<file path="config.mk">
export PLATFORM = sky130hd
export DESIGN_NAME = tpm_regbank
export DESIGN_NICKNAME = d
export VERILOG_FILES = /design/src/rtl/tpm_regbank_pkg.sv /design/src/rtl/tpm_xfer_track.sv /design/src/rtl/tpm_access_reg.sv /design/src/rtl/tpm_read_mux.sv /design/src/rtl/tpm_regbank.sv
export SDC_FILE = /design/constraint.sdc
export NUM_CORES = 1
export LEC_CHECK = 0
export ABC_AREA = 1
export BUFFER_PORTS_ARGS = -buffer_cell sky130_fd_sc_hd__buf_4
export CAP_MARGIN = 20
export CORE_AREA = 4 4 149 79
export DETAILED_ROUTE_END_ITERATION = 7
export DIE_AREA = 0 0 153 83
export MAX_ROUTING_LAYER = met4
export PLACE_DENSITY_LB_ADDON = 0.05
export SLEW_MARGIN = 20
export SYNTH_ARGS = -nofsm -noshare
export SYNTH_HDL_FRONTEND = slang
export SYNTH_HIERARCHICAL = 1
export SYNTH_SLANG_ARGS = --single-unit
</file>
<file path="constraint.sdc">
create_clock -name clk -period 4.4 [get_ports clk]
set_input_delay 1.32 -clock clk [delete_from_list [all_inputs] [get_ports clk]]
set_output_delay 1.32 -clock clk [all_outputs]
set_load 0.1 [all_outputs]
</file>
<file path="src/rtl/tpm_regbank_pkg.sv">
package tpm_regbank_pkg;

   localparam int unsigned OFS_W = 24;

   localparam logic [OFS_W-1:0] OFS_ACCESS  = 24'h000;
   localparam logic [OFS_W-1:0] OFS_INT_EN  = 24'h008;
   localparam logic [OFS_W-1:0] OFS_INT_VEC = 24'h00C;
   localparam logic [OFS_W-1:0] OFS_INT_STS = 24'h010;
   localparam logic [OFS_W-1:0] OFS_CAPAB   = 24'h014;
   localparam logic [OFS_W-1:0] OFS_STATUS  = 24'h018;
   localparam logic [OFS_W-1:0] OFS_DFIFO   = 24'h028;
   localparam logic [OFS_W-1:0] OFS_IFID    = 24'h030;
   localparam logic [OFS_W-1:0] OFS_IDENT   = 24'hF00;
   localparam logic [OFS_W-1:0] OFS_REV     = 24'hF04;

   localparam int unsigned ACC_VALID_BIT = 7;
   localparam int unsigned ACC_LOC_BIT   = 5;
   localparam int unsigned ACC_REQ_BIT   = 1;

   localparam logic [31:0] CAPAB_WORD = (32'd3 << 28) | (32'd3 << 9) | 32'h15;

   typedef enum logic [2:0] {
      SEL_NONE,
      SEL_ACCESS,
      SEL_INT_EN,
      SEL_CAPAB,
      SEL_STATUS,
      SEL_IDENT,
      SEL_REV
   } reg_sel_e;

   function automatic reg_sel_e decode_ofs(input logic [OFS_W-1:0] a);
      reg_sel_e s;
      case (a)
         OFS_ACCESS: s = SEL_ACCESS;
         OFS_INT_EN: s = SEL_INT_EN;
         OFS_CAPAB:  s = SEL_CAPAB;
         OFS_STATUS: s = SEL_STATUS;
         OFS_IDENT:  s = SEL_IDENT;
         OFS_REV:    s = SEL_REV;
         default:    s = SEL_NONE;
      endcase
      return s;
   endfunction

endpackage

</file>
<file path="src/rtl/tpm_xfer_track.sv">
module tpm_xfer_track #(
   parameter int unsigned LEN_W = 6,
   parameter int unsigned OFS_W = 24,
   localparam int unsigned IDX_W = LEN_W + 1
) (
   input  logic             clk,
   input  logic             rst_n,
   input  logic             req_valid,
   input  logic [OFS_W-1:0] req_addr,
   input  logic [LEN_W-1:0] req_len,
   input  logic             req_rd,
   input  logic             wr_valid,
   input  logic             rd_pop,
   output logic             wr_take,
   output logic [OFS_W-1:0] wr_addr,
   output logic [IDX_W-1:0] wr_idx,
   output logic             rd_live,
   output logic [OFS_W-1:0] rd_addr,
   output logic [IDX_W-1:0] rd_idx
);

   logic [OFS_W-1:0] addr_q;
   logic [LEN_W-1:0] len_q;
   logic [IDX_W-1:0] idx_q;
   logic             rd_q;
   logic             act_q;

   logic [LEN_W-1:0] eff_len;
   logic             eff_rd;
   logic             eff_act;
   logic             pop_take;

   always_comb begin
      wr_addr  = req_valid ? req_addr : addr_q;
      eff_len  = req_valid ? req_len  : len_q;
      eff_rd   = req_valid ? req_rd   : rd_q;
      wr_idx   = req_valid ? '0       : idx_q;
      eff_act  = req_valid | act_q;
      wr_take  = wr_valid & eff_act & ~eff_rd & (wr_idx <= {1'b0, eff_len});
      rd_live  = act_q & rd_q & (idx_q <= {1'b0, len_q});
      pop_take = rd_pop & ~req_valid & rd_live;
      rd_addr  = addr_q;
      rd_idx   = idx_q;
   end

   always_ff @(posedge clk) begin
      if (!rst_n) begin
         addr_q <= '0;
         len_q  <= '0;
         idx_q  <= '0;
         rd_q   <= 1'b0;
         act_q  <= 1'b0;
      end else if (req_valid) begin
         addr_q <= req_addr;
         len_q  <= req_len;
         rd_q   <= req_rd;
         act_q  <= 1'b1;
         idx_q  <= wr_take ? IDX_W'(1) : '0;
      end else if (wr_take || pop_take) begin
         idx_q  <= idx_q + IDX_W'(1);
      end
   end

   p_idx_bound_r10 : assert property (@(posedge clk) disable iff (!rst_n)
      act_q |-> (idx_q <= ({1'b0, len_q} + IDX_W'(1))));

   p_pop_same_cycle_r11 : assert property (@(posedge clk) disable iff (!rst_n)
      (req_valid && req_rd) |=> (idx_q == '0));

endmodule

</file>
<file path="src/rtl/tpm_access_reg.sv">
module tpm_access_reg
   import tpm_regbank_pkg::*;
(
   input  logic       clk,
   input  logic       rst_n,
   input  logic       wr_en,
   input  logic [7:0] wr_byte,
   output logic [7:0] acc_byte
);

   logic loc_q;
   logic one_hot;

   assign one_hot = $onehot(wr_byte);

   always_ff @(posedge clk) begin
      if (!rst_n) begin
         loc_q <= 1'b0;
      end else if (wr_en && one_hot) begin
         if (wr_byte[ACC_REQ_BIT])
            loc_q <= 1'b1;
         else if (wr_byte[ACC_LOC_BIT])
            loc_q <= 1'b0;
      end
   end

   always_comb begin
      acc_byte = '0;
      acc_byte[ACC_VALID_BIT] = 1'b1;
      acc_byte[ACC_LOC_BIT]   = loc_q;
   end

   p_acc_grant_r4 : assert property (@(posedge clk) disable iff (!rst_n)
      (wr_en && wr_byte == 8'h02) |=> loc_q);

   p_acc_release_r5 : assert property (@(posedge clk) disable iff (!rst_n)
      (wr_en && wr_byte == 8'h20) |=> !loc_q);

   p_acc_hold_r6 : assert property (@(posedge clk) disable iff (!rst_n)
      !(wr_en && (wr_byte == 8'h02 || wr_byte == 8'h20)) |=> $stable(loc_q));

endmodule

</file>
<file path="src/rtl/tpm_read_mux.sv">
module tpm_read_mux
   import tpm_regbank_pkg::*;
#(
   parameter int unsigned IDX_W = 7
) (
   input  reg_sel_e         sel,
   input  logic             live,
   input  logic [IDX_W-1:0] idx,
   input  logic             inten_ok,
   input  logic [7:0]       acc_byte,
   input  logic [31:0]      inten_word,
   input  logic [31:0]      status_word,
   input  logic [31:0]      ident_word,
   input  logic [31:0]      rev_word,
   output logic [7:0]       rd_byte
);

   logic [31:0] word;
   logic        known;

   always_comb begin
      known = 1'b1;
      word  = '0;
      case (sel)
         SEL_ACCESS: word = {24'h0, acc_byte};
         SEL_INT_EN: begin word = inten_word; known = inten_ok; end
         SEL_CAPAB:  word = CAPAB_WORD;
         SEL_STATUS: word = status_word;
         SEL_IDENT:  word = ident_word;
         SEL_REV:    word = rev_word;
         default:    known = 1'b0;
      endcase
      if (!live || !known || idx > IDX_W'(3))
         rd_byte = 8'hFF;
      else
         rd_byte = word[idx[1:0]*8 +: 8];
   end

endmodule

</file>
<file path="src/rtl/tpm_regbank.sv">
module tpm_regbank
   import tpm_regbank_pkg::*;
#(
   parameter int unsigned LEN_W       = 6,
   parameter logic [15:0] DEV_ID      = 16'h0042,
   parameter logic [15:0] VEN_ID      = 16'h1234,
   parameter int unsigned FAMILY      = 1,
   parameter int unsigned BURST       = 64,
   parameter bit          IMPL_INT_EN = 1'b1
) (
   input  logic             clk,
   input  logic             rst_n,
   input  logic             req_valid,
   input  logic [23:0]      req_addr,
   input  logic [LEN_W-1:0] req_len,
   input  logic             req_rd,
   input  logic             wr_valid,
   input  logic [7:0]       wr_data,
   input  logic             rd_pop,
   output logic [7:0]       rd_data,
   output logic             dbg_bad_wr
);

   localparam int unsigned IDX_W = LEN_W + 1;
   localparam logic [31:0] STATUS_WORD = (32'(FAMILY) << 26) | (32'(BURST) << 8);
   localparam logic [31:0] IDENT_WORD  = {DEV_ID, VEN_ID};

   if (LEN_W < 2 || LEN_W > 8) begin : g_bad_len
      $error("tpm_regbank: LEN_W must lie in 2..8");
   end
   if (FAMILY > 3) begin : g_bad_family
      $error("tpm_regbank: FAMILY must fit in two bits");
   end
   if (BURST > 65535) begin : g_bad_burst
      $error("tpm_regbank: BURST must fit in sixteen bits");
   end

   logic             wr_take;
   logic [23:0]      wr_addr;
   logic [IDX_W-1:0] wr_idx;
   logic             rd_live;
   logic [23:0]      rd_addr;
   logic [IDX_W-1:0] rd_idx;
   reg_sel_e         wr_sel;
   reg_sel_e         rd_sel;
   logic [7:0]       acc_byte;
   logic [31:0]      inten_word;
   logic             inten_ok;
   logic             inten_wr;
   logic             acc_wr;
   logic             bad_hit;
   logic             bad_q;

   tpm_xfer_track #(.LEN_W(LEN_W), .OFS_W(OFS_W)) u_track (
      .clk, .rst_n, .req_valid, .req_addr, .req_len, .req_rd,
      .wr_valid, .rd_pop,
      .wr_take, .wr_addr, .wr_idx, .rd_live, .rd_addr, .rd_idx
   );

   assign wr_sel   = decode_ofs(wr_addr);
   assign rd_sel   = decode_ofs(rd_addr);
   assign acc_wr   = wr_take && wr_sel == SEL_ACCESS && wr_idx == '0;
   assign inten_wr = wr_take && wr_sel == SEL_INT_EN && wr_idx < IDX_W'(4);
   assign bad_hit  = wr_take && wr_sel != SEL_ACCESS &&
                     !(wr_sel == SEL_INT_EN && inten_ok);

   tpm_access_reg u_access (
      .clk, .rst_n, .wr_en(acc_wr), .wr_byte(wr_data), .acc_byte
   );

   if (IMPL_INT_EN) begin : g_inten
      logic [31:0] inten_q;
      always_ff @(posedge clk) begin
         if (!rst_n)
            inten_q <= '0;
         else if (inten_wr)
            inten_q[wr_idx[1:0]*8 +: 8] <= wr_data;
      end
      assign inten_word = inten_q;
      assign inten_ok   = 1'b1;
   end else begin : g_no_inten
      assign inten_word = '0;
      assign inten_ok   = 1'b0;
   end

   always_ff @(posedge clk) begin
      if (!rst_n)
         bad_q <= 1'b0;
      else if (bad_hit)
         bad_q <= 1'b1;
   end
   assign dbg_bad_wr = bad_q;

   tpm_read_mux #(.IDX_W(IDX_W)) u_rmux (
      .sel(rd_sel), .live(rd_live), .idx(rd_idx), .inten_ok,
      .acc_byte, .inten_word, .status_word(STATUS_WORD),
      .ident_word(IDENT_WORD), .rev_word(32'h0), .rd_byte(rd_data)
   );

   p_flag_sticky_r9 : assert property (@(posedge clk) disable iff (!rst_n)
      bad_q |=> bad_q);

   p_flag_rise_r9 : assert property (@(posedge clk) disable iff (!rst_n)
      $rose(bad_q) |-> $past(wr_valid));

   p_idle_ff_r3 : assert property (@(posedge clk) disable iff (!rst_n)
      !rd_live |-> rd_data == 8'hFF);

endmodule

</file>
## Word level (Yosys, flattened, before mapping)

Cells that the tools add are included.

| word-level totals | value |
|---|---|
| register bits after elaboration | 73 |
| bits of input ports | 44 |
| output and inout port bits | 9 |
| logic and storage cells | 89 |

| operators by class | value |
|---|---|
| add/subtract/negate cells | 9 |
| $lt $le $gt $ge | 4 |
| equality and inequality tests | 20 |
| shifts and indexed selects | 3 |
| muxes and demuxes | 15 |
| bitwise operators | 10 |
| reductions and logical operators | 20 |

Operators with widths:

| operator | number |
|---|---|
| $pmux W32 S5 | 1 |
| $eq A24 B12 Y1 const B | 4 |
| $eq A24 B5 Y1 const B | 4 |
| $eq A24 B4 Y1 const B | 2 |
| $logic_not A24 Y1 | 2 |
| $pmux W3 S6 | 2 |
| $neg A5 Y34 | 1 |
| $shift A8 B34 Y32 const A | 1 |
| $shiftx A8 B34 Y32 | 1 |
| $bwmux W32 | 1 |
| $shiftx A32 B6 Y8 | 1 |
| $mux W24 | 1 |
| $mux W7 | 3 |
| $le A7 B6 Y1 | 2 |
| $add A4 B4 Y4 | 3 |
| $eq A3 B2 Y1 const B | 3 |
| $eq A3 B3 Y1 const B | 3 |
| $add A1 B1 Y2 | 4 |
| $mux W8 | 1 |
| $add A7 B1 Y7 const B | 1 |
| $and A1 B1 Y1 | 7 |
| $gt A7 B2 Y1 const B | 1 |
| $logic_and A1 B1 Y1 | 7 |
| $logic_not A7 Y1 | 1 |
| other kinds (13) | 24 |

## Logic depth before layout (Yosys ltp)

| logic depth | value |
|---|---|
| word-level depth | 9 |
| gate-level depth with buffers | 21 |
| mapped depth without buffers | 18 |

## Modules after synthesis

The synthesis kept the hierarchy.

By module, submodules not included:

| module | instances | cells each | area an instance (µm²) | sequential area each (µm²) |
|---|---|---|---|---|
| tpm_xfer_track | 1 | 303 | 2047.0 | 780.7 |
| tpm_regbank | 1 | 281 | 1864.3 | 660.6 |
| tpm_read_mux | 1 | 345 | 1510.2 | 0.0 |
| tpm_access_reg | 1 | 37 | 314.1 | 20.0 |

## Least setup slack after synthesis

OpenSTA, ideal clock, no wires.

| timing path | value |
|---|---|
| path kind | register to output |
| start point | register u_track.addr_q[5] (netlist: u_track/rd_addr[5]) |
| end point | output rd_data[3] |
| arrival time | 2674 ps |
| data required time | 3080 ps |
| path slack | 406 ps |
| stages on the path, launching flop included | 16 |
| buffers on the path | 2 |
| path through | dfxtp_1 > nor4_1 > nor3b_1 > nand2_1 > nand3_1 > nor2_2 > nand2_2 > inv_2 > buf_6 > buf_8 > nand2_2 > nand2_1 > nor2_1 > nand2_1 > nand3_1 > nand3_1 |

| between the ends | value |
|---|---|
| cells in the longest elaborated chain, start to end | 9 |
| elaborated cells on any way between the ends | 21 |
| classes of those cells | eq/ne (11); shift (1); mux (4); reduce/logical (5) |

RTL lines:

| item | line | RTL |
|---|---|---|
| start, declared | tpm_xfer_track.sv:22 | `logic [OFS_W-1:0] addr_q;` |
| start signal, assigned | tpm_xfer_track.sv:54 | `addr_q <= req_addr;` |
| $eq A24 B12 Y1, or another cell as far along | tpm_regbank_pkg.sv:34 | `case (a)` |
| $pmux W3 S6 (*) | tpm_regbank_pkg.sv:34 |  |
| via rd_sel[0] | tpm_regbank.sv:45 | `reg_sel_e rd_sel;` |
| parallel branches: the longest is 6 deep, another holds $pmux W32 S5 | -- |  |
| $mux W8 (*) | tpm_read_mux.sv:33 | `if (!live \|\| !known \|\| idx > IDX_W'(3))` |
| end, declared | tpm_regbank.sv:20 | `output logic [7:0] rd_data,` |

Mark *: on every way through the listed nets, which the timed path passes.

## Worst setup path after layout

| timing path | value |
|---|---|
| start point | register u_track.addr_q[17] (netlist: u_track/rd_addr[17]) |
| end point | output rd_data[7] |

Same word-level chain as after synthesis.

==> reports/results.ini <==
[floorplanning]
dieHeight_um = 83
initial_core_util = 0.5407
rows = 27
die_area_um2 = 12700
die_w_um = 153
core-area_um2 = 10610
ios = 53

[worst_setup_path]
cp-end-kind = output pin
rr_worst_depth = 15
critPathRequiredTime_ns = 3.08
crit_arrival_ns = 2.82
critical_path_class = flip-flop to output pin
worst-path-max-fanout = 29
crit_path_start_kind = flip-flop

[cts]
clk_latency_ns = 0.34
clkTransAtPathRegs_ns = 0.06
cts-htree-levels = 3
cts_setup_buffers = 0
cts_tree = built
cts_sinks = 73
clockBufferDepth = 2
cts_buffers = 9
clock-root-buffer = clkbuf_16
cts_hold_buf = 0
cts_resized = 2

[hold_path]
hold_depth = 2
hold_class = flip-flop to flip-flop

[global_route]
track_usage = 0.2564
grt_pass1_vias = 5195
antenna_found_initial = 0
grt_pass1_wl_um = 26240
gr-total-overflow = 0
grt_max_degree = 38

[run_status]
status = finished clean

[placement]
pre_cts_ws_ns = 0.2341
port_buffers = 52
hpwl_um = 12150
gp_congestion = 0.9506

[pwr]
p_per_area_nw_per_um2 = 279.2
irDropWorstVdd_v = 0.0002250
leakage_nw = 3.379

[timing]
fin_crit_sh = 0.9419
skew_ns = 0.006523
hold_viol = 0
setup_viol = 0
fmax_mhz = 241.3
slew_violations = 0
relSlewSlack = 0.3120
max_slew.worst_pin.slew_ns = 1.031
min_period_ns = 4.144
finalSetupTns_ns = 0
setup_ws_ns = 0.2556

[drt]
dr_total_vias = 6086
drtIter0Drc = 630
vias_per_cell = 4.881
drt-wirelength-per-cell_um = 12.61
drt_first_pass_iters = 5
drc_errors = 0
drtAntennaViolNets = 0
wl_um = 15720

[yosys]
synthFlopType = dfxtp_1
synth_top_area_cell = dfxtp_1
netlist_instances = 966
yosysSeqAreaShare = 0.2548
syn_area_um2 = 5736
synth_edf_count = 0
synth_common_cells = nand2_1 (357), nor2_1 (122), inv_1 (92)
synthArstFlopShare = 0
synthTopCellsByArea = dfxtp_1 (25%), nand2_1 (23%), nor2_1 (8.0%), a21oi_1 (6.4%), inv_1 (6.0%)
yosysMostFrequentCell = nand2_1
ys_ff_latch = 73
yosys.area.top_type_share = 0.2548
ys.warnings.count = 6
avgSynthCellArea_um2 = 5.937
yosys.cell_types.count = 38

[finish]
layout.nets = 1169
area_growth_pct = 19.79
diodes = 0
drive_gt1_frac = 0.1107

[job]
drv_cap = 0

stage by stage:
step / instances / util / total power, mW / cell area, um^2 / hold slack (ns)
after CTS: 1246 / 0.6412 / 1.913 / 6802 / 0.4652
after floorplan: 1066 / - / 1.017 / 6111 / 0.4348
final: 1247 / 0.6477 / 1.918 / 6870 / 0.4633
after detailed placement: 1230 / 0.6102 / 1.122 / 6472 / 0.4561
after global routing: 1247 / 0.6477 / 2.018 / 6870 / 0.4877
after global placement: 1230 / 0.6102 / 1.118 / 6472 / 0.4512
worst max-delay path: stages (launching register included):
cell	delay, ns
dfxtp_1	0.33
nor4_2	0.29
nand2_1	0.14
nor2_1	0.15
nand3_1	0.19
nand3_2	0.22
nand2_2	0.12
inv_6	0.19
nand2_1	0.10
nand2_1	0.09
inv_1	0.05
nand3b_1	0.07
nand3_1	0.13
nand3_1	0.12
buf_4	0.29
cell usage in the layout (no fill, tap or decap), types with 2 or more instances in the layout:
master / count
nand3b_1: 6
nor3_1: 6
nand4_1: 49
nor2_1: 121
inv_2: 4
a21oi_2: 2
buf_4: 66
nor4_4: 2
clkbuf_16: 9
dfxtp_1: 73
nor4_1: 4
nor2_4: 3
conb_1: 104
nand2_1: 357
nand3_1: 51
clkinvlp_4: 3
nand2_4: 3
o21ai_0: 7
ha_1: 24
nand2_2: 6
clkinv_1: 2
fa_1: 4
inv_1: 92
buf_6: 2
nand3_2: 4
bufinv_16: 2
nor2_2: 7
inv_6: 3
a21oi_1: 73
kinds of logic after synthesis:
group                      synth area share
AOI/OAI and AO/OA                   0.07679
adders and majority gates           0.06632
buffers and inverters                0.1233
DFF                                  0.2548
other                              0.002617
and+or+nand+nor                      0.4762
registers in the layout, summed over array words and instances (netlist names):
signal and count:
dbg_bad_wr 1, u_track/act_q 1, u_track/len_q 6, u_access/loc_q 1, u_track/rd_idx 7, u_track/rd_addr 24
u_track/rd_q 1, g_inten.inten_q 32
power breakdown:
group	switching [mW]	internal [mW]	total, mW
Clock	0.295	0.498	0.793
Combinational	0.273	0.149	0.422
Sequential	0.0185	0.685	0.703
Total	0.587	1.33	1.92
area by class of cell:
| class | instances | area [um^2] |
|---|---|---|
| fill | 1044 | 3737 |
| inverter | 100 | 385.4 |
| sequential | 73 | 1461 |
| multi-input combinational | 844 | 3989 |
| clock inverter | 6 | 91.34 |
| tap | 145 | 181.4 |
| clock buffer | 10 | 229.0 |
| timing repair buffer | 69 | 533.0 |
metal layers:
metal | global-route usage | vias to the layer above | part of all wire
li1 | - | 3223 | -
met1 | 0.4169 | 2627 | 0.54
met2 | 0.3122 | 223 | 0.35
met3 | 0.06299 | 13 | 0.10
met4 | 0.03557 | 0 | 0.0059
met5 | - | - | 0
final timing paths:
path                                            end  slack (ns)                start
worst max register to register   g_inten.inten_q[5]        1.46    u_track/rd_idx[4]
worst max-delay path                     rd_data[7]        0.26  u_track/rd_addr[17]
worst min register to register  g_inten.inten_q[20]        0.46  g_inten.inten_q[20]
worst min-delay path            g_inten.inten_q[20]        0.46  g_inten.inten_q[20]
No activity file was read; power rests on OpenSTA's default activity.
